$ cat src/rtl/dlane_pkg.sv
package dlane_pkg;
   localparam int BYTE_W = 8;
   localparam logic [BYTE_W-1:0] SYNC_PATTERN = 8'hB8;

   typedef enum logic [2:0] {
      S_STOP  = 3'd0,
      S_LPX   = 3'd1,
      S_PREP  = 3'd2,
      S_ZERO  = 3'd3,
      S_SER   = 3'd4,
      S_TRAIL = 3'd5,
      S_EXIT  = 3'd6
   } lane_st_t;
endpackage

$ cat src/rtl/dlane_phase_timer.sv
module dlane_phase_timer #(
   parameter int FIELD_W  = 8,
   parameter int UNIT_CYC = 8
) (
   input  logic               clk,
   input  logic               rst_n,
   input  logic               load,
   input  logic [FIELD_W-1:0] units,
   output logic               expired
);
   localparam int  CNT_W = FIELD_W + $clog2(UNIT_CYC) + 1;
   localparam bit  POW2  = ((UNIT_CYC & (UNIT_CYC - 1)) == 0);

   logic [CNT_W-1:0] cnt;
   logic [CNT_W-1:0] n_eff;
   logic [CNT_W-1:0] scaled;

   // zero-valued field is stretched to one unit
   assign n_eff = (units == '0) ? CNT_W'(1) : CNT_W'(units);

   generate
      if (POW2) begin : g_shift
         assign scaled = n_eff << $clog2(UNIT_CYC);
      end else begin : g_mult
         assign scaled = n_eff * CNT_W'(UNIT_CYC);
      end
   endgenerate

   always_ff @(posedge clk or negedge rst_n) begin
      if (!rst_n)
         cnt <= '0;
      else if (load)
         cnt <= scaled - CNT_W'(1);
      else if (cnt != '0)
         cnt <= cnt - CNT_W'(1);
   end

   assign expired = (cnt == '0);
endmodule

$ cat src/rtl/dlane_shifter.sv
module dlane_shifter #(
   parameter int BYTE_W = 8
) (
   input  logic              clk,
   input  logic              rst_n,
   input  logic              load,
   input  logic              shift,
   input  logic              msb_first,
   input  logic [BYTE_W-1:0] byte_in,
   output logic              cur_bit,
   output logic              final_slot
);
   localparam int IDX_W = $clog2(BYTE_W);

   logic [BYTE_W-1:0] sr;
   logic [BYTE_W-1:0] ordered;
   logic [IDX_W-1:0]  idx;

   // arrange the byte so that the bit to send first sits at position 0
   generate
      for (genvar i = 0; i < BYTE_W; i++) begin : g_order
         assign ordered[i] = msb_first ? byte_in[BYTE_W-1-i] : byte_in[i];
      end
   endgenerate

   always_ff @(posedge clk or negedge rst_n) begin
      if (!rst_n) begin
         sr  <= '0;
         idx <= '0;
      end else if (load) begin
         sr  <= ordered;
         idx <= '0;
      end else if (shift) begin
         sr  <= sr >> 1;
         idx <= idx + IDX_W'(1);
      end
   end

   assign cur_bit    = sr[0];
   assign final_slot = (idx == IDX_W'(BYTE_W - 1));
endmodule

$ cat src/rtl/dlane_en_select.sv
module dlane_en_select #(
   parameter int N_EN = 2
) (
   input  logic [N_EN-1:0] ovr,
   input  logic [N_EN-1:0] val,
   input  logic [N_EN-1:0] fsm,
   output logic [N_EN-1:0] en
);
   generate
      for (genvar i = 0; i < N_EN; i++) begin : g_sel
         assign en[i] = ovr[i] ? val[i] : fsm[i];
      end
   endgenerate
endmodule

$ cat src/rtl/dlane_hs_tx.sv
module dlane_hs_tx
   import dlane_pkg::*;
#(
   parameter int FIELD_W  = 8,
   parameter int UNIT_CYC = 8
) (
   input  logic                 clk,
   input  logic                 rst_n,
   input  logic [7:0]           in_byte,
   input  logic                 in_valid,
   output logic                 in_ready,
   input  logic [4*FIELD_W-1:0] hs_times,
   input  logic [FIELD_W-1:0]   lpx_units,
   input  logic                 msb_first,
   input  logic                 force_stop,
   input  logic                 hs_en_ovr,
   input  logic                 hs_en_val,
   input  logic                 lp_en_ovr,
   input  logic                 lp_en_val,
   input  logic                 clk_lane_go,
   output logic                 hs_bit,
   output logic                 lp_p,
   output logic                 lp_n,
   output logic                 hs_drv_en,
   output logic                 lp_drv_en,
   output logic [3:0]           lane_status
);
   localparam int F = FIELD_W;

   generate
      if (FIELD_W < 2 || FIELD_W > 16) begin : g_bad_field
         $error("dlane_hs_tx: FIELD_W must lie in 2..16");
      end
      if (UNIT_CYC < 1 || UNIT_CYC > 64) begin : g_bad_unit
         $error("dlane_hs_tx: UNIT_CYC must lie in 1..64");
      end
   endgenerate

   logic [F-1:0] t_prep, t_zero, t_trail, t_exit;
   assign t_prep  = hs_times[4*F-1:3*F];
   assign t_zero  = hs_times[3*F-1:2*F];
   assign t_trail = hs_times[2*F-1:F];
   assign t_exit  = hs_times[F-1:0];

   lane_st_t          st, st_nx;
   logic              tmr_load, tmr_done;
   logic [F-1:0]      tmr_units;
   logic              ser_load, ser_shift, ser_bit, ser_last;
   logic [BYTE_W-1:0] ser_byte;
   logic              trail_lvl;
   logic              hs_phase;
   logic [1:0]        en_fsm, en_out;

   dlane_phase_timer #(.FIELD_W(F), .UNIT_CYC(UNIT_CYC)) u_timer (
      .clk     (clk),
      .rst_n   (rst_n),
      .load    (tmr_load),
      .units   (tmr_units),
      .expired (tmr_done)
   );

   dlane_shifter #(.BYTE_W(BYTE_W)) u_shift (
      .clk        (clk),
      .rst_n      (rst_n),
      .load       (ser_load),
      .shift      (ser_shift),
      .msb_first  (msb_first),
      .byte_in    (ser_byte),
      .cur_bit    (ser_bit),
      .final_slot (ser_last)
   );

   assign in_ready = (st == S_SER) && ser_last && !force_stop;

   always_comb begin
      st_nx     = st;
      tmr_load  = 1'b0;
      tmr_units = '0;
      ser_load  = 1'b0;
      ser_shift = 1'b0;
      ser_byte  = in_byte;
      if (force_stop) begin
         st_nx = S_STOP;
      end else begin
         unique case (st)
            S_STOP: if (in_valid && clk_lane_go) begin
               st_nx     = S_LPX;
               tmr_load  = 1'b1;
               tmr_units = lpx_units;
            end
            S_LPX: if (tmr_done) begin
               st_nx     = S_PREP;
               tmr_load  = 1'b1;
               tmr_units = t_prep;
            end
            S_PREP: if (tmr_done) begin
               st_nx     = S_ZERO;
               tmr_load  = 1'b1;
               tmr_units = t_zero;
            end
            S_ZERO: if (tmr_done) begin
               st_nx    = S_SER;
               ser_load = 1'b1;
               ser_byte = SYNC_PATTERN;
            end
            S_SER: begin
               ser_shift = 1'b1;
               if (ser_last) begin
                  if (in_valid) begin
                     ser_load = 1'b1;
                  end else begin
                     st_nx     = S_TRAIL;
                     tmr_load  = 1'b1;
                     tmr_units = t_trail;
                  end
               end
            end
            S_TRAIL: if (tmr_done) begin
               st_nx     = S_EXIT;
               tmr_load  = 1'b1;
               tmr_units = t_exit;
            end
            S_EXIT: if (tmr_done) st_nx = S_STOP;
            default: st_nx = S_STOP;
         endcase
      end
   end

   always_ff @(posedge clk or negedge rst_n) begin
      if (!rst_n) begin
         st        <= S_STOP;
         trail_lvl <= 1'b0;
      end else begin
         st <= st_nx;
         if (st == S_SER && ser_last)
            trail_lvl <= ~ser_bit;
      end
   end

   assign hs_phase = (st == S_ZERO) || (st == S_SER) || (st == S_TRAIL);

   always_comb begin
      unique case (st)
         S_SER:   hs_bit = ser_bit;
         S_TRAIL: hs_bit = trail_lvl;
         default: hs_bit = 1'b0;
      endcase
   end

   always_comb begin
      unique case (st)
         S_STOP, S_EXIT: {lp_p, lp_n} = 2'b11;
         S_LPX:          {lp_p, lp_n} = 2'b01;
         default:        {lp_p, lp_n} = 2'b00;
      endcase
   end

   assign en_fsm[0] = hs_phase;
   assign en_fsm[1] = (st == S_STOP) || (st == S_LPX) || (st == S_PREP) || (st == S_EXIT);

   dlane_en_select #(.N_EN(2)) u_en (
      .ovr ({lp_en_ovr, hs_en_ovr}),
      .val ({lp_en_val, hs_en_val}),
      .fsm (en_fsm),
      .en  (en_out)
   );

   assign hs_drv_en   = en_out[0];
   assign lp_drv_en   = en_out[1];
   assign lane_status = {1'b0, (st == S_STOP), 1'b0, hs_phase};
endmodule

$ cat config.mk
export PLATFORM = sky130hd
export DESIGN_NAME = dlane_hs_tx
export DESIGN_NICKNAME = d
export VERILOG_FILES = /design/src/rtl/dlane_pkg.sv /design/src/rtl/dlane_phase_timer.sv /design/src/rtl/dlane_shifter.sv /design/src/rtl/dlane_en_select.sv /design/src/rtl/dlane_hs_tx.sv
export SDC_FILE = /design/constraint.sdc
export NUM_CORES = 1
export LEC_CHECK = 0
export BUFFER_PORTS_ARGS = -buffer_cell sky130_fd_sc_hd__buf_2
export CORE_MARGIN = 3
export CORE_UTILIZATION = 30
export CTS_CLUSTER_SIZE = 12
export DETAILED_ROUTE_END_ITERATION = 8
export GPL_TIMING_DRIVEN = 0
export PLACE_DENSITY = 0.54
export SYNTH_ARGS = -nofsm -noshare
export SYNTH_HDL_FRONTEND = slang
export SYNTH_HIERARCHICAL = 1
export SYNTH_SLANG_ARGS = --single-unit
$ cat constraint.sdc
create_clock -name clk -period 5.9 [get_ports clk]
set_input_delay 0.295 -clock clk [delete_from_list [all_inputs] [get_ports clk]]
set_output_delay 0.295 -clock clk [all_outputs]
set_load 0.02 [all_outputs]
==> metrics.cfg, run 1 <==
[clocking]
holdBufCountCts = 0
cts-buffers-inserted = 3
clkLatencyLatePin_ns = 0.28
clock_slew_at_reported_path_ffs_ns = 0.11
h-tree-depth = 1
numClockSinks = 27
cts_tree = yes
post_cts_resized = 0
cts-root-buf = sky130_fd_sc_hd__clkbuf_8
cts_setup_buffers = 0
cts-root-to-sink-buffers = 2

[sta]
achievable-frequency_ghz = 0.254
slew-limit-headroom_pct = 56.5
setup_viol = 0
number_of_hold_slack_violations_in_the_final_timing_report = 0
fin_tns_setup_ns = 0
period_minus_slack_ns = 3.94
final_critical_path_share_of_the_clock_period_pct = 66.8
timing.clock.skew_ns = 0.00597
slew_violations = 0
worstMarginPinSlew_ns = 0.653
rsz0062_at_grt = no

[synth]
synthAdderAreaFrac_pct = 2.51
synth_simple_gate_area_share_pct = 34.4
synthDistinctLibCells = 53
post_synth_mux_area_share_pct = 12.0
synth_top_family_by_area = simple AND/OR/NAND/NOR gates
synth_compound_area_share_pct = 13.0
postSynthCellCount = 275
ys_dominant_reg_cell = sky130_fd_sc_hd__dfrtp_1
share_of_the_synthesized_netlist_area_taken_by_xor_and_xnor_gates_pct = 3.16
ys_ff_latch = 27
synth_sequential_area_ratio_pct = 27.1
synth_area_sq_um = 2490
syn_area_per_cell_sq_um = 9.06
count_of_flip_flops_with_a_built_in_enable_after_synthesis = 0
synth.yosys.warnings = 6
async_reset_ff_share_pct = 100

[job]
cap_viol_max_count = 0

[global_routing]
grt_overflow = 0
globalRouteTotalUtil_pct = 14.0
number_of_global_route_vias_before_repair = 2323
pin_count_of_the_biggest_net_entering_global_routing = 28
grt_pass1_wl_mm = 11.2
antenna_found_initial = 0

[pwr]
power.combinational.fraction_pct = 32.8
p_sw_uw = 199
cell_pwr_density_nw_per_um2 = 189
power.static_leakage_nw = 1.32
power.share.clock_pct = 20.3
power.internal_uw = 365
max-vdd-ir-drop_v = 0.0000886
pwr-share-seq_pct = 46.8
switching_share_pct = 35.3

[setup_path]
critical-path-slowest-cell = sky130_fd_sc_hd__dfrtp_1
crit_path_max_fanout = 11
crit_path_start_kind = register
endpoint_of_the_worst_slack_reg_to_reg_timing_path = u_timer/cnt[9]$_DFFE_PN0P_
cp_slowest_stage_delay_ns = 0.43
crit_path_end = u_timer/cnt[9]$_DFFE_PN0P_
path_class = reg -> reg
cp_top_family = simple AND/OR/NAND/NOR gates
crit_buf_inv = 3
timing.reg2reg.worst_path_depth = 15
cp_cell_sequence = inv_1 -> ha_1 -> nor2b_1 -> nand4_1 -> inv_2 -> clkbuf_1 -> o31ai_1 -> a31oi_1 -> nor4_1 -> a21oi_1 -> ha_1 -> nor3b_1 -> nand2_1 -> xor2_1 -> a32oi_1
cp.depth = 15
rr_startpoint = u_timer/cnt[0]$_DFFE_PN0P_
wp_data_arrival_ns = 4.14
worst_setup_path_end_kind = register
timing.critical_path.from = u_timer/cnt[0]$_DFFE_PN0P_
r2r_slack_ns = 1.96
critical-path-top-cell-by-count = sky130_fd_sc_hd__ha_1
worst_ep_required_time_ns = 6.10

[routing]
drt.antenna.violating_nets = 0
wl_per_cell_um = 15.1
avgViaCountPerCell = 5.15
via_count = 2292
postRouteWirelength_mm = 6.70
post-route-drc-count = 0
initialDrtViolationCount = 105
first_pass_iters = 4

[cells_and_area]
finalCoreUtilization_pct = 37.9
num_antenna_cells = 0
mostFrequentLayoutCell = sky130_fd_sc_hd__buf_2
layout.nets = 407
final_layout_size_suffix_gt1_share_pct = 30.9
area_growth_syn_to_layout_pct = 19.9
most-common-layout-cells = sky130_fd_sc_hd__buf_2, sky130_fd_sc_hd__mux2i_1, sky130_fd_sc_hd__dfrtp_1

[die]
num_rows = 32
initial_cell_density_of_the_core_pct = 31.6
core_area_sq_um = 7890
die_h_um = 97.2
design.portCount = 68
dieArea_sq_um = 9440
die_x_um = 97.2

[placement]
finalWeightedCongestion = 0.832
place.port_buffers = 63
hpwl_dp_mm = 5.13

[hold_path]
min_path_type = in -> async

[run_status]
run_status = completed

## worst register-to-register path: stages (launching register included)
cell and delay (ns):
sky130_fd_sc_hd__dfrtp_1 0.43, sky130_fd_sc_hd__inv_1 0.13, sky130_fd_sc_hd__ha_1 0.16, sky130_fd_sc_hd__nor2b_1 0.21
sky130_fd_sc_hd__nand4_1 0.22, sky130_fd_sc_hd__inv_2 0.25, sky130_fd_sc_hd__clkbuf_1 0.38, sky130_fd_sc_hd__o31ai_1 0.21
sky130_fd_sc_hd__a31oi_1 0.43, sky130_fd_sc_hd__nor4_1 0.19, sky130_fd_sc_hd__a21oi_1 0.22, sky130_fd_sc_hd__ha_1 0.21
sky130_fd_sc_hd__nor3b_1 0.40, sky130_fd_sc_hd__nand2_1 0.12, sky130_fd_sc_hd__xor2_1 0.16, sky130_fd_sc_hd__a32oi_1 0.16
## final cells by class
class / count / area, sq um
fillers: 797 / 4900
plain buffers: 25 / 160
repair buffers: 63 / 315
inverters: 8 / 30.0
well taps: 102 / 128
multi-input cells: 216 / 1630
clock buffers: 3 / 41.3
flip-flops and latches: 27 / 676
clock inverters: 1 / 7.51
## state kept, by name (all words and copies together), names as in the netlist
signal and flops:
u_shift/sr 8, u_shift/idx 3, trail_lvl 1, u_timer/cnt 12, st 3
## how the worst min path moves through the flow
stage,start,endpoint,slack [ns],cells after the start
floorplan,rst_n,st[0]$_DFFE_PN0P_,-0.0006,0
global route,rst_n,u_timer/cnt[0]$_DFFE_PN0P_,0.09,1
detailed placement,rst_n,u_timer/cnt[1]$_DFFE_PN0P_,0.37,1
CTS,rst_n,u_timer/cnt[0]$_DFFE_PN0P_,0.06,1
finish,rst_n,u_timer/cnt[0]$_DFFE_PN0P_,0.03,1
global placement,rst_n,u_timer/cnt[1]$_DFFE_PN0P_,0.37,1
## layer usage
| metal | global-route usage, % | wire length [um] | vias up |
|---|---|---|---|
| li1 | - | - | 1163 |
| met1 | 19.0 | 3150 | 1070 |
| met2 | 23.7 | 3260 | 55 |
| met3 | 1.65 | 238 | 4 |
| met4 | 3.13 | 57 | 0 |
| met5 | 0 | 0 | - |
## synth_stat cells (5+ instances only)
| master | instances | area (sq um) |
|---|---|---|
| sky130_fd_sc_hd__a21oi_1 | 10 | 50.1 |
| sky130_fd_sc_hd__a31oi_1 | 11 | 68.8 |
| sky130_fd_sc_hd__and4b_1 | 8 | 80.1 |
| sky130_fd_sc_hd__and4bb_2 | 8 | 100 |
| sky130_fd_sc_hd__buf_2 | 5 | 25.0 |
| sky130_fd_sc_hd__buf_4 | 6 | 45.0 |
| sky130_fd_sc_hd__buf_6 | 5 | 56.3 |
| sky130_fd_sc_hd__clkbuf_1 | 6 | 22.5 |
| sky130_fd_sc_hd__dfrtp_1 | 27 | 676 |
| sky130_fd_sc_hd__ha_1 | 5 | 62.6 |
| sky130_fd_sc_hd__inv_1 | 7 | 26.3 |
| sky130_fd_sc_hd__mux2i_1 | 27 | 270 |
| sky130_fd_sc_hd__nand2_1 | 15 | 56.3 |
| sky130_fd_sc_hd__nand3b_1 | 13 | 97.6 |
| sky130_fd_sc_hd__nand4_1 | 10 | 62.6 |
| sky130_fd_sc_hd__nor2_1 | 14 | 52.6 |
| sky130_fd_sc_hd__nor2b_1 | 8 | 50.1 |
| sky130_fd_sc_hd__nor4_1 | 5 | 31.3 |
| sky130_fd_sc_hd__nor4bb_1 | 9 | 90.1 |
| sky130_fd_sc_hd__o21ai_0 | 8 | 40.0 |
| sky130_fd_sc_hd__o31ai_1 | 10 | 75.1 |
| sky130_fd_sc_hd__xnor2_1 | 6 | 52.6 |
## cell families after synthesis
| family | after synthesis |
|---|---|
| other | 1 |
| AO/OA/AOI/OAI | 49 |
| multiplexers | 29 |
| buffers and inverters | 33 |
| flip-flops | 27 |
| adder cells (fa/ha/maj) | 5 |
| XOR/XNOR | 9 |
| AND/OR/NAND/NOR | 122 |
## power by group through the flow
stage	clock network (mW)	logic, mW	registers [mW]
finish	0.115	0.185	0.265
global route	0.124	0.212	0.271
CTS	0.119	0.187	0.265
detailed placement	0	0.186	0.268
global placement	0	0.184	0.267
floorplan	0	0.139	0.259
## stage by stage
step	setup WS, ns	cells	hold slack [ns]	total power [mW]	cell area, sq um
2_1_floorplan	2.69	276	-0.000591	0.398	2500
3_3_place_gp	1.93	441	0.368	0.451	2940
3_5_place_dp	1.92	441	0.371	0.454	2940
4_1_cts	1.93	445	0.0573	0.571	2990
5_1_grt	1.53	445	0.0871	0.607	2990
6_report	1.96	445	0.0278	0.565	2990
(Power assumes the default switching activity.)
==> run 2, diff against run 1 <==
--- a/config.mk
+++ b/config.mk
@@ -11,7 +11,7 @@
 export CTS_CLUSTER_SIZE = 12
 export DETAILED_ROUTE_END_ITERATION = 8
 export GPL_TIMING_DRIVEN = 0
-export PLACE_DENSITY = 0.54
+export PLACE_DENSITY = 0.55
 export SYNTH_ARGS = -nofsm -noshare
 export SYNTH_HDL_FRONTEND = slang
 export SYNTH_HIERARCHICAL = 1
==> constraint.sdc (replaced) <==
create_clock -name clk -period 3.5 [get_ports clk]
set_input_delay 0.175 -clock clk [delete_from_list [all_inputs] [get_ports clk]]
set_output_delay 0.175 -clock clk [all_outputs]
set_load 0.02 [all_outputs]
==> run 2 against run 1 <==
Compared with the run above:
- worst setup slack worse by 1.6 ns
- clock power up 63%
- sequential share of layout area down 0.34 points
- critical endpoint unchanged
- worst hold slack better by 0.12 ns
- final cell count up 0.45%
- global-route usage up 0.41 points
- non-clock buffer count up 1
- largest cell class unchanged
- final area up 1.5%
- first-iteration DRC count down 18%
- combinational power up 72%
==> metrics.cfg, run 2 (synthesis gave the netlist of run 1 again) <==
[run_status]
run_status = completed

[routing]
post-route-drc-count = 0  ; unchanged
avgViaCountPerCell = 5.26  ; +2.2%
postRouteWirelength_mm = 6.88  ; +2.6%
drt.antenna.violating_nets = 0  ; unchanged
initialDrtViolationCount = 86  ; -18%
first_pass_iters = 4  ; unchanged
wl_per_cell_um = 15.4  ; +2.1%
via_count = 2353  ; +2.7%

[sta]
period_minus_slack_ns = 3.13  ; -0.816 ns
rsz0062_at_grt = no
whs_ns = 0.149  ; +0.122 ns
setup_viol = 0  ; unchanged
slew_violations = 0  ; unchanged
timing.clock.skew_ns = 0.00491  ; -0.00106 ns
worstMarginPinSlew_ns = 0.659  ; +0.00542 ns
post-route-worst-setup-slack_ns = 0.373  ; -1.58 ns
slew-limit-headroom_pct = 56.1  ; -0.36 points
achievable-frequency_ghz = 0.320  ; +26%
final_critical_path_share_of_the_clock_period_pct = 89.4  ; +23 points
number_of_hold_slack_violations_in_the_final_timing_report = 0  ; unchanged

[clocking]
clock_slew_at_reported_path_ffs_ns = 0.10  ; about the same
cts_tree = yes
clkLatencyLatePin_ns = 0.28  ; about the same
cts-root-to-sink-buffers = 2  ; unchanged
h-tree-depth = 1  ; unchanged
cts-buffers-inserted = 3  ; unchanged
numClockSinks = 27  ; unchanged
cts-root-buf = sky130_fd_sc_hd__clkbuf_8

[pwr]
max-vdd-ir-drop_v = 0.000134  ; +52%
switching_share_pct = 35.1  ; -0.19 points
p_sw_uw = 334  ; +67%
power.internal_uw = 617  ; +69%
cell_pwr_density_nw_per_um2 = 313  ; +66%
power.combinational.fraction_pct = 33.5  ; +0.7 points
total_power_uw = 951  ; +68%
power.static_leakage_nw = 1.34  ; +1.7%
pwr-share-seq_pct = 46.7  ; about the same
power.share.clock_pct = 19.8  ; -0.5 points

[die]
core_area_sq_um = 7890  ; unchanged
die_h_um = 97.2  ; unchanged
die_x_um = 97.2  ; unchanged
dieArea_sq_um = 9440  ; unchanged
num_rows = 32  ; unchanged
design.portCount = 68  ; unchanged
initial_cell_density_of_the_core_pct = 31.6  ; unchanged

[setup_path]
wp_data_arrival_ns = 3.33  ; -0.81 ns
worst_ep_required_time_ns = 3.71  ; -2.39 ns
cp_slowest_stage_delay_ns = 0.43  ; about the same
crit_buf_inv = 2  ; -1
rr_startpoint = u_timer/cnt[0]$_DFFE_PN0P_
critical-path-top-cell-by-count = sky130_fd_sc_hd__ha_1
critical-path-slowest-cell = sky130_fd_sc_hd__dfrtp_1
timing.critical_path.from = u_timer/cnt[0]$_DFFE_PN0P_
cp_cell_sequence = inv_1 -> ha_1 -> nor2b_1 -> nand4_1 -> clkinv_4 -> o31ai_1 -> a31oi_2 -> nor4_2 -> a21oi_1 -> ha_1 -> nor3b_2 -> nand2_1 -> xor2_1 -> a32oi_1
path_class = reg -> reg
crit_path_start_kind = register
crit_path_max_fanout = 10  ; -1
cp_top_family = simple AND/OR/NAND/NOR gates
worst_setup_path_end_kind = register

[cells_and_area]
biggest_registers_after_layout = u_timer/cnt x12, u_shift/sr x8
filler_cell_count = 831  ; +4.3%
final_layout_size_suffix_gt1_share_pct = 32.5  ; +1.6 points
num_antenna_cells = 0  ; unchanged
largest_register = u_timer/cnt
fin_cells = 447  ; +0.45%
seqCellArea_sq_um = 676  ; unchanged
finalCoreUtilization_pct = 38.5  ; +0.57 points
most-common-layout-cells = sky130_fd_sc_hd__buf_2, sky130_fd_sc_hd__mux2i_1, sky130_fd_sc_hd__dfrtp_1
mostFrequentLayoutCell = sky130_fd_sc_hd__buf_2
area_growth_syn_to_layout_pct = 21.7
layout.nets = 409  ; +0.49%
largest_reg_flops = 12  ; unchanged
multi_input_comb_area_sq_um = 1650  ; +1.5%

[global_routing]
pin_count_of_the_biggest_net_entering_global_routing = 28  ; unchanged
number_of_global_route_vias_before_repair = 2371  ; +2.1%
globalRouteTotalUtil_pct = 14.4  ; +0.41 points
grt_pass1_wl_mm = 11.3  ; +1.1%
grt_overflow = 0  ; unchanged
antenna_found_initial = 0  ; unchanged

[placement]
place.port_buffers = 63  ; unchanged
finalWeightedCongestion = 0.896  ; +7.7%
placed_cells_incl_taps = 441  ; unchanged
hpwl_dp_mm = 5.23  ; +2.0%
place_ws_ns = -0.482  ; -2.40 ns

[hold_path]
min_path_type = in -> reg
min-delay-start = force_stop

[job]
cap_viol_max_count = 0  ; unchanged

## run 2: cell count changes in the layout (fill, tap and decap cells not counted), sizes merged
cell	delta
buf	+1
dlygate4sd3	+1
clkbuf	-1
clkinvlp	-1
inv	-1
clkinv	+3
## run 2: worst paths after layout
path,cells after the start,end,slack (ns)
setup / recovery,14,u_timer/cnt[9]$_DFFE_PN0P_,0.37
hold / removal,2,st[2]$_DFFE_PN0P_,0.15
setup reg to reg,14,u_timer/cnt[9]$_DFFE_PN0P_,0.37
hold reg to reg,1,trail_lvl$_DFFE_PN0P_,0.48
max in group asynchronous,2,trail_lvl$_DFFE_PN0P_,2.63
min in group asynchronous,2,u_timer/cnt[1]$_DFFE_PN0P_,0.45
## run 2: final cells by class
type	count	share of cell area (%)
timing repair inverter	1	0.165
clock inverter	1	0.165
multi-input combinational	216	54.5
sequential	27	22.3
clock buffer	3	1.36
inverter	8	1.16
buffer	24	5.16
tap	102	4.21
timing repair buffer	65	11.0
## run 2: layer usage
| metal | vias to the layer above | track usage, % | part of all wire, % |
|---|---|---|---|
| met5 | - | 0 | 0 |
| li1 | 1168 | - | - |
| met4 | 0 | 4.86 | 1.8 |
| met1 | 1122 | 18.8 | 44 |
| met2 | 52 | 24.4 | 50 |
| met3 | 11 | 1.94 | 3.4 |
## run 2: power groups by stage
stage | clock [mW] | sequential [mW] | combinational, mW
after global placement | 0 | 0.450 | 0.311
final | 0.188 | 0.444 | 0.319
after detailed placement | 0 | 0.451 | 0.316
after global routing | 0.206 | 0.455 | 0.366
after CTS | 0.197 | 0.445 | 0.320
after floorplan | 0 | 0.436 | 0.234
## run 2: metrics by stage
stage | TNS [ns] | cell area, sq um
floorplan | 0 | 2500
global placement | -0.967 | 2940
detailed placement | -1.11 | 2940
CTS | 0 | 3000
global route | 0 | 3030
finish | 0 | 3030
## run 2: timing repair
| item | in CTS | in global routing |
|---|---|---|
| cloned | 0 | 1 |
| hold buffers | 1 | 0 |
| buffers inserted | 0 | 1 |
| gates resized for setup | 2 | 4 |
| pin swaps | 0 | 1 |
| setup endpoints to repair | 3 | 3 |
| endpoints found under the hold margin | 27 | 0 |
==> run 3, diff against run 2 <==
--- a/config.mk
+++ b/config.mk
@@ -5,8 +5,8 @@
 export SDC_FILE = /design/constraint.sdc
 export NUM_CORES = 1
 export LEC_CHECK = 0
-export BUFFER_PORTS_ARGS = -buffer_cell sky130_fd_sc_hd__buf_2
-export CORE_MARGIN = 3
+export BUFFER_PORTS_ARGS = -buffer_cell sky130_fd_sc_hd__buf_4
+export CORE_MARGIN = 1.5
 export CORE_UTILIZATION = 30
 export CTS_CLUSTER_SIZE = 12
 export DETAILED_ROUTE_END_ITERATION = 8
==> run 3 against run 2 <==
Compared with the run above:
- via count fell by 0.89%
- power is 3.0% higher
- combinational power increased by 6.6%
- sequential power about the same
- largest power group unchanged
- critical path depth did not move
- critical endpoint unchanged
- routed wire length shrank 1.6%
- global-route usage up 0.83 points
- count of clock-buffer cells in the layout did not move
- clock skew is 0.00080 ns lower
- worst hold slack worse by 0.042 ns
- register-to-register slack lost 0.03 ns
==> metrics.cfg, run 3 (synthesis gave the netlist of run 1 again) <==
[die]
core_area_sq_um = 8130  ; +3.1%
initial_cell_density_of_the_core_pct = 30.6  ; -0.96 points
die_h_um = 94.2  ; -3.1%
design.portCount = 68  ; unchanged
dieArea_sq_um = 8860  ; -6.1%
num_rows = 33  ; +3.1%
die_x_um = 94.2  ; -3.1%

[routing]
avgViaCountPerCell = 5.19  ; -1.3%
wl_per_cell_um = 15.1  ; -2.0%
via_count = 2332  ; -0.89%
initialDrtViolationCount = 116  ; +35%
drt.antenna.violating_nets = 0  ; unchanged
post-route-drc-count = 0  ; unchanged
postRouteWirelength_mm = 6.77  ; -1.6%
top_routing_layer_in_use = met4
routedLengthMet1_mm = 3.19  ; +4.7%
wl_met2_mm = 3.28  ; -5.4%
dr_wl_met3_um = 187  ; -21%
first_pass_iters = 5  ; +1

[sta]
setup_viol = 0  ; unchanged
achievable-frequency_ghz = 0.317  ; -1.0%
post-route-worst-setup-slack_ns = 0.340  ; -0.0322 ns
rsz0062_at_grt = no
number_of_hold_slack_violations_in_the_final_timing_report = 0  ; unchanged
slew-limit-headroom_pct = 62.1  ; +6.0 points
final_critical_path_share_of_the_clock_period_pct = 90.3  ; +0.92 points
worstMarginPinSlew_ns = 0.568  ; -0.0904 ns
timing.clock.skew_ns = 0.00411  ; -0.000796 ns
period_minus_slack_ns = 3.16  ; +0.0322 ns
slew_violations = 0  ; unchanged

[global_routing]
pin_count_of_the_biggest_net_entering_global_routing = 28  ; unchanged
globalRouteTotalUtil_pct = 15.2  ; +0.83 points
grt_pass1_wl_mm = 10.8  ; -4.3%
number_of_global_route_vias_before_repair = 2266  ; -4.4%
antenna_found_initial = 0  ; unchanged
grt_overflow = 0  ; unchanged

[setup_path]
worst_ep_required_time_ns = 3.70  ; about the same
wp_data_arrival_ns = 3.36  ; +0.03 ns
crit_path_max_fanout = 20  ; +10
endpoint_of_the_worst_slack_reg_to_reg_timing_path = u_timer/cnt[9]$_DFFE_PN0P_
path_class = reg -> reg
rr_startpoint = u_timer/cnt[0]$_DFFE_PN0P_
r2r_slack_ns = 0.34  ; -0.03 ns
crit_path_start_kind = register
timing.reg2reg.worst_path_depth = 14  ; unchanged
worst_setup_path_end_kind = register

[placement]
post_detailed_placement_cell_area_sq_um = 3100  ; +5.5%
place.port_buffers = 63  ; unchanged
finalWeightedCongestion = 0.806  ; -10%
place_ws_ns = -0.462  ; +0.0204 ns
hpwl_dp_mm = 5.19  ; -0.77%

[hold_path]
min_path_type = in -> reg
holdPathEnd = st[0]$_DFFE_PN0P_
timing.hold.worst_path_depth = 2  ; unchanged
min-delay-start = force_stop

[clocking]
clock_slew_at_reported_path_ffs_ns = 0.11  ; about the same
numClockSinks = 27  ; unchanged
cts_tree = yes
cts-root-to-sink-buffers = 2  ; unchanged
cts-buffers-inserted = 3  ; unchanged
cts-root-buf = sky130_fd_sc_hd__clkbuf_8
clkLatencyLatePin_ns = 0.28  ; about the same
h-tree-depth = 1  ; unchanged

[cells_and_area]
largest_reg_flops = 12  ; unchanged
mostFrequentLayoutCell = sky130_fd_sc_hd__buf_4
finalCoreUtilization_pct = 39.3  ; +0.88 points
final_layout_size_suffix_gt1_share_pct = 32.6  ; +0.094 points
largest_register = u_timer/cnt
area_growth_syn_to_layout_pct = 28.4
layout.nets = 408  ; -0.24%
biggest_registers_after_layout = u_timer/cnt x12, u_shift/sr x8
filler_cell_count = 832  ; +0.12%
most-common-layout-cells = sky130_fd_sc_hd__buf_4, sky130_fd_sc_hd__mux2i_1, sky130_fd_sc_hd__dfrtp_1
post_layout_inst_area_sq_um = 3200  ; +5.5%
num_antenna_cells = 0  ; unchanged

[pwr]
cell_pwr_density_nw_per_um2 = 306  ; -2.4%
power.static_leakage_nw = 1.39  ; +3.6%
max-vdd-ir-drop_v = 0.000191  ; +42%
total_power_uw = 979  ; +3.0%

[run_status]
run_status = completed

[job]
cap_viol_max_count = 0  ; unchanged

==> run 3: changes by cell type in the layout (fill, tap and decap cells not counted), sizes merged <==
cell | previous run | this run
clkinv | 3 | 1
inv | 7 | 8
==> run 3: layout make-up <==
cell class | count | area [sq um] | area share (%)
flip-flops and latches | 27 | 676 | 21.1
inverters | 8 | 35.0 | 1.10
well taps | 105 | 131 | 4.11
clock buffers | 3 | 41.3 | 1.29
repair buffers | 65 | 490 | 15.3
clock inverters | 1 | 8.76 | 0.274
plain buffers | 24 | 156 | 4.89
multi-input cells | 216 | 1660 | 51.9
==> run 3: critical path: stages (launching register included) <==
cell and delay, ns:
sky130_fd_sc_hd__dfrtp_1 0.43, sky130_fd_sc_hd__inv_1 0.12, sky130_fd_sc_hd__ha_1 0.15, sky130_fd_sc_hd__nor2b_1 0.22, sky130_fd_sc_hd__nand4_1 0.21, sky130_fd_sc_hd__clkinv_4 0.21
sky130_fd_sc_hd__o31ai_1 0.13, sky130_fd_sc_hd__a31oi_1 0.35, sky130_fd_sc_hd__nor4_1 0.13, sky130_fd_sc_hd__a21oi_1 0.22, sky130_fd_sc_hd__ha_1 0.21, sky130_fd_sc_hd__nor3b_2 0.28
sky130_fd_sc_hd__nand2_1 0.11, sky130_fd_sc_hd__xor2_1 0.15, sky130_fd_sc_hd__a32oi_1 0.15
==> run 3: worst max-delay path by stage <==
| stage | start | cells past startpoint | endpoint | slack, ns |
|---|---|---|---|---|
| after floorplan | u_timer/cnt[2]$_DFFE_PN0P_ | 13 | u_timer/cnt[9]$_DFFE_PN0P_ | 0.29 |
| after global placement | u_timer/cnt[0]$_DFFE_PN0P_ | 15 | u_timer/cnt[9]$_DFFE_PN0P_ | -0.46 |
| after detailed placement | u_timer/cnt[0]$_DFFE_PN0P_ | 15 | u_timer/cnt[9]$_DFFE_PN0P_ | -0.46 |
| after CTS | u_timer/cnt[0]$_DFFE_PN0P_ | 14 | u_timer/cnt[9]$_DFFE_PN0P_ | 0.08 |
| after global routing | u_timer/cnt[2]$_DFFE_PN0P_ | 12 | u_timer/cnt[9]$_DFFE_PN0P_ | 0.05 |
| final | u_timer/cnt[0]$_DFFE_PN0P_ | 14 | u_timer/cnt[9]$_DFFE_PN0P_ | 0.34 |
==> run 3: metal layers <==
layer | up-vias | GRT usage [%]
met5 | - | 0
met4 | 0 | 3.86
met3 | 10 | 1.94
met2 | 45 | 25.1
met1 | 1112 | 20.8
li1 | 1165 | -
==> run 3: timing repair <==
action / in CTS / in global routing
endpoints found under the hold margin: 27 / 0
pin swaps: 0 / 1
resized for setup: 2 / 5
buffers inserted: 0 / 1
hold buffers: 1 / 0
setup endpoints to repair: 3 / 3
==> run 3: report_power, final <==
part	switching, mW	internal [mW]
clock	0.111	0.0837
sequential	0.0678	0.376
combinational	0.161	0.179
total	0.340	0.639
==> run 3: per-stage QoR <==
stage | hold slack [ns] | TNS (ns) | instances
floorplan | -0.121 | 0 | 276
finish | 0.107 | 0 | 449
detailed placement | 0.128 | -1.07 | 444
global placement | 0.131 | -1.06 | 444
CTS | 0.0994 | 0 | 448
global route | 0.106 | 0 | 449
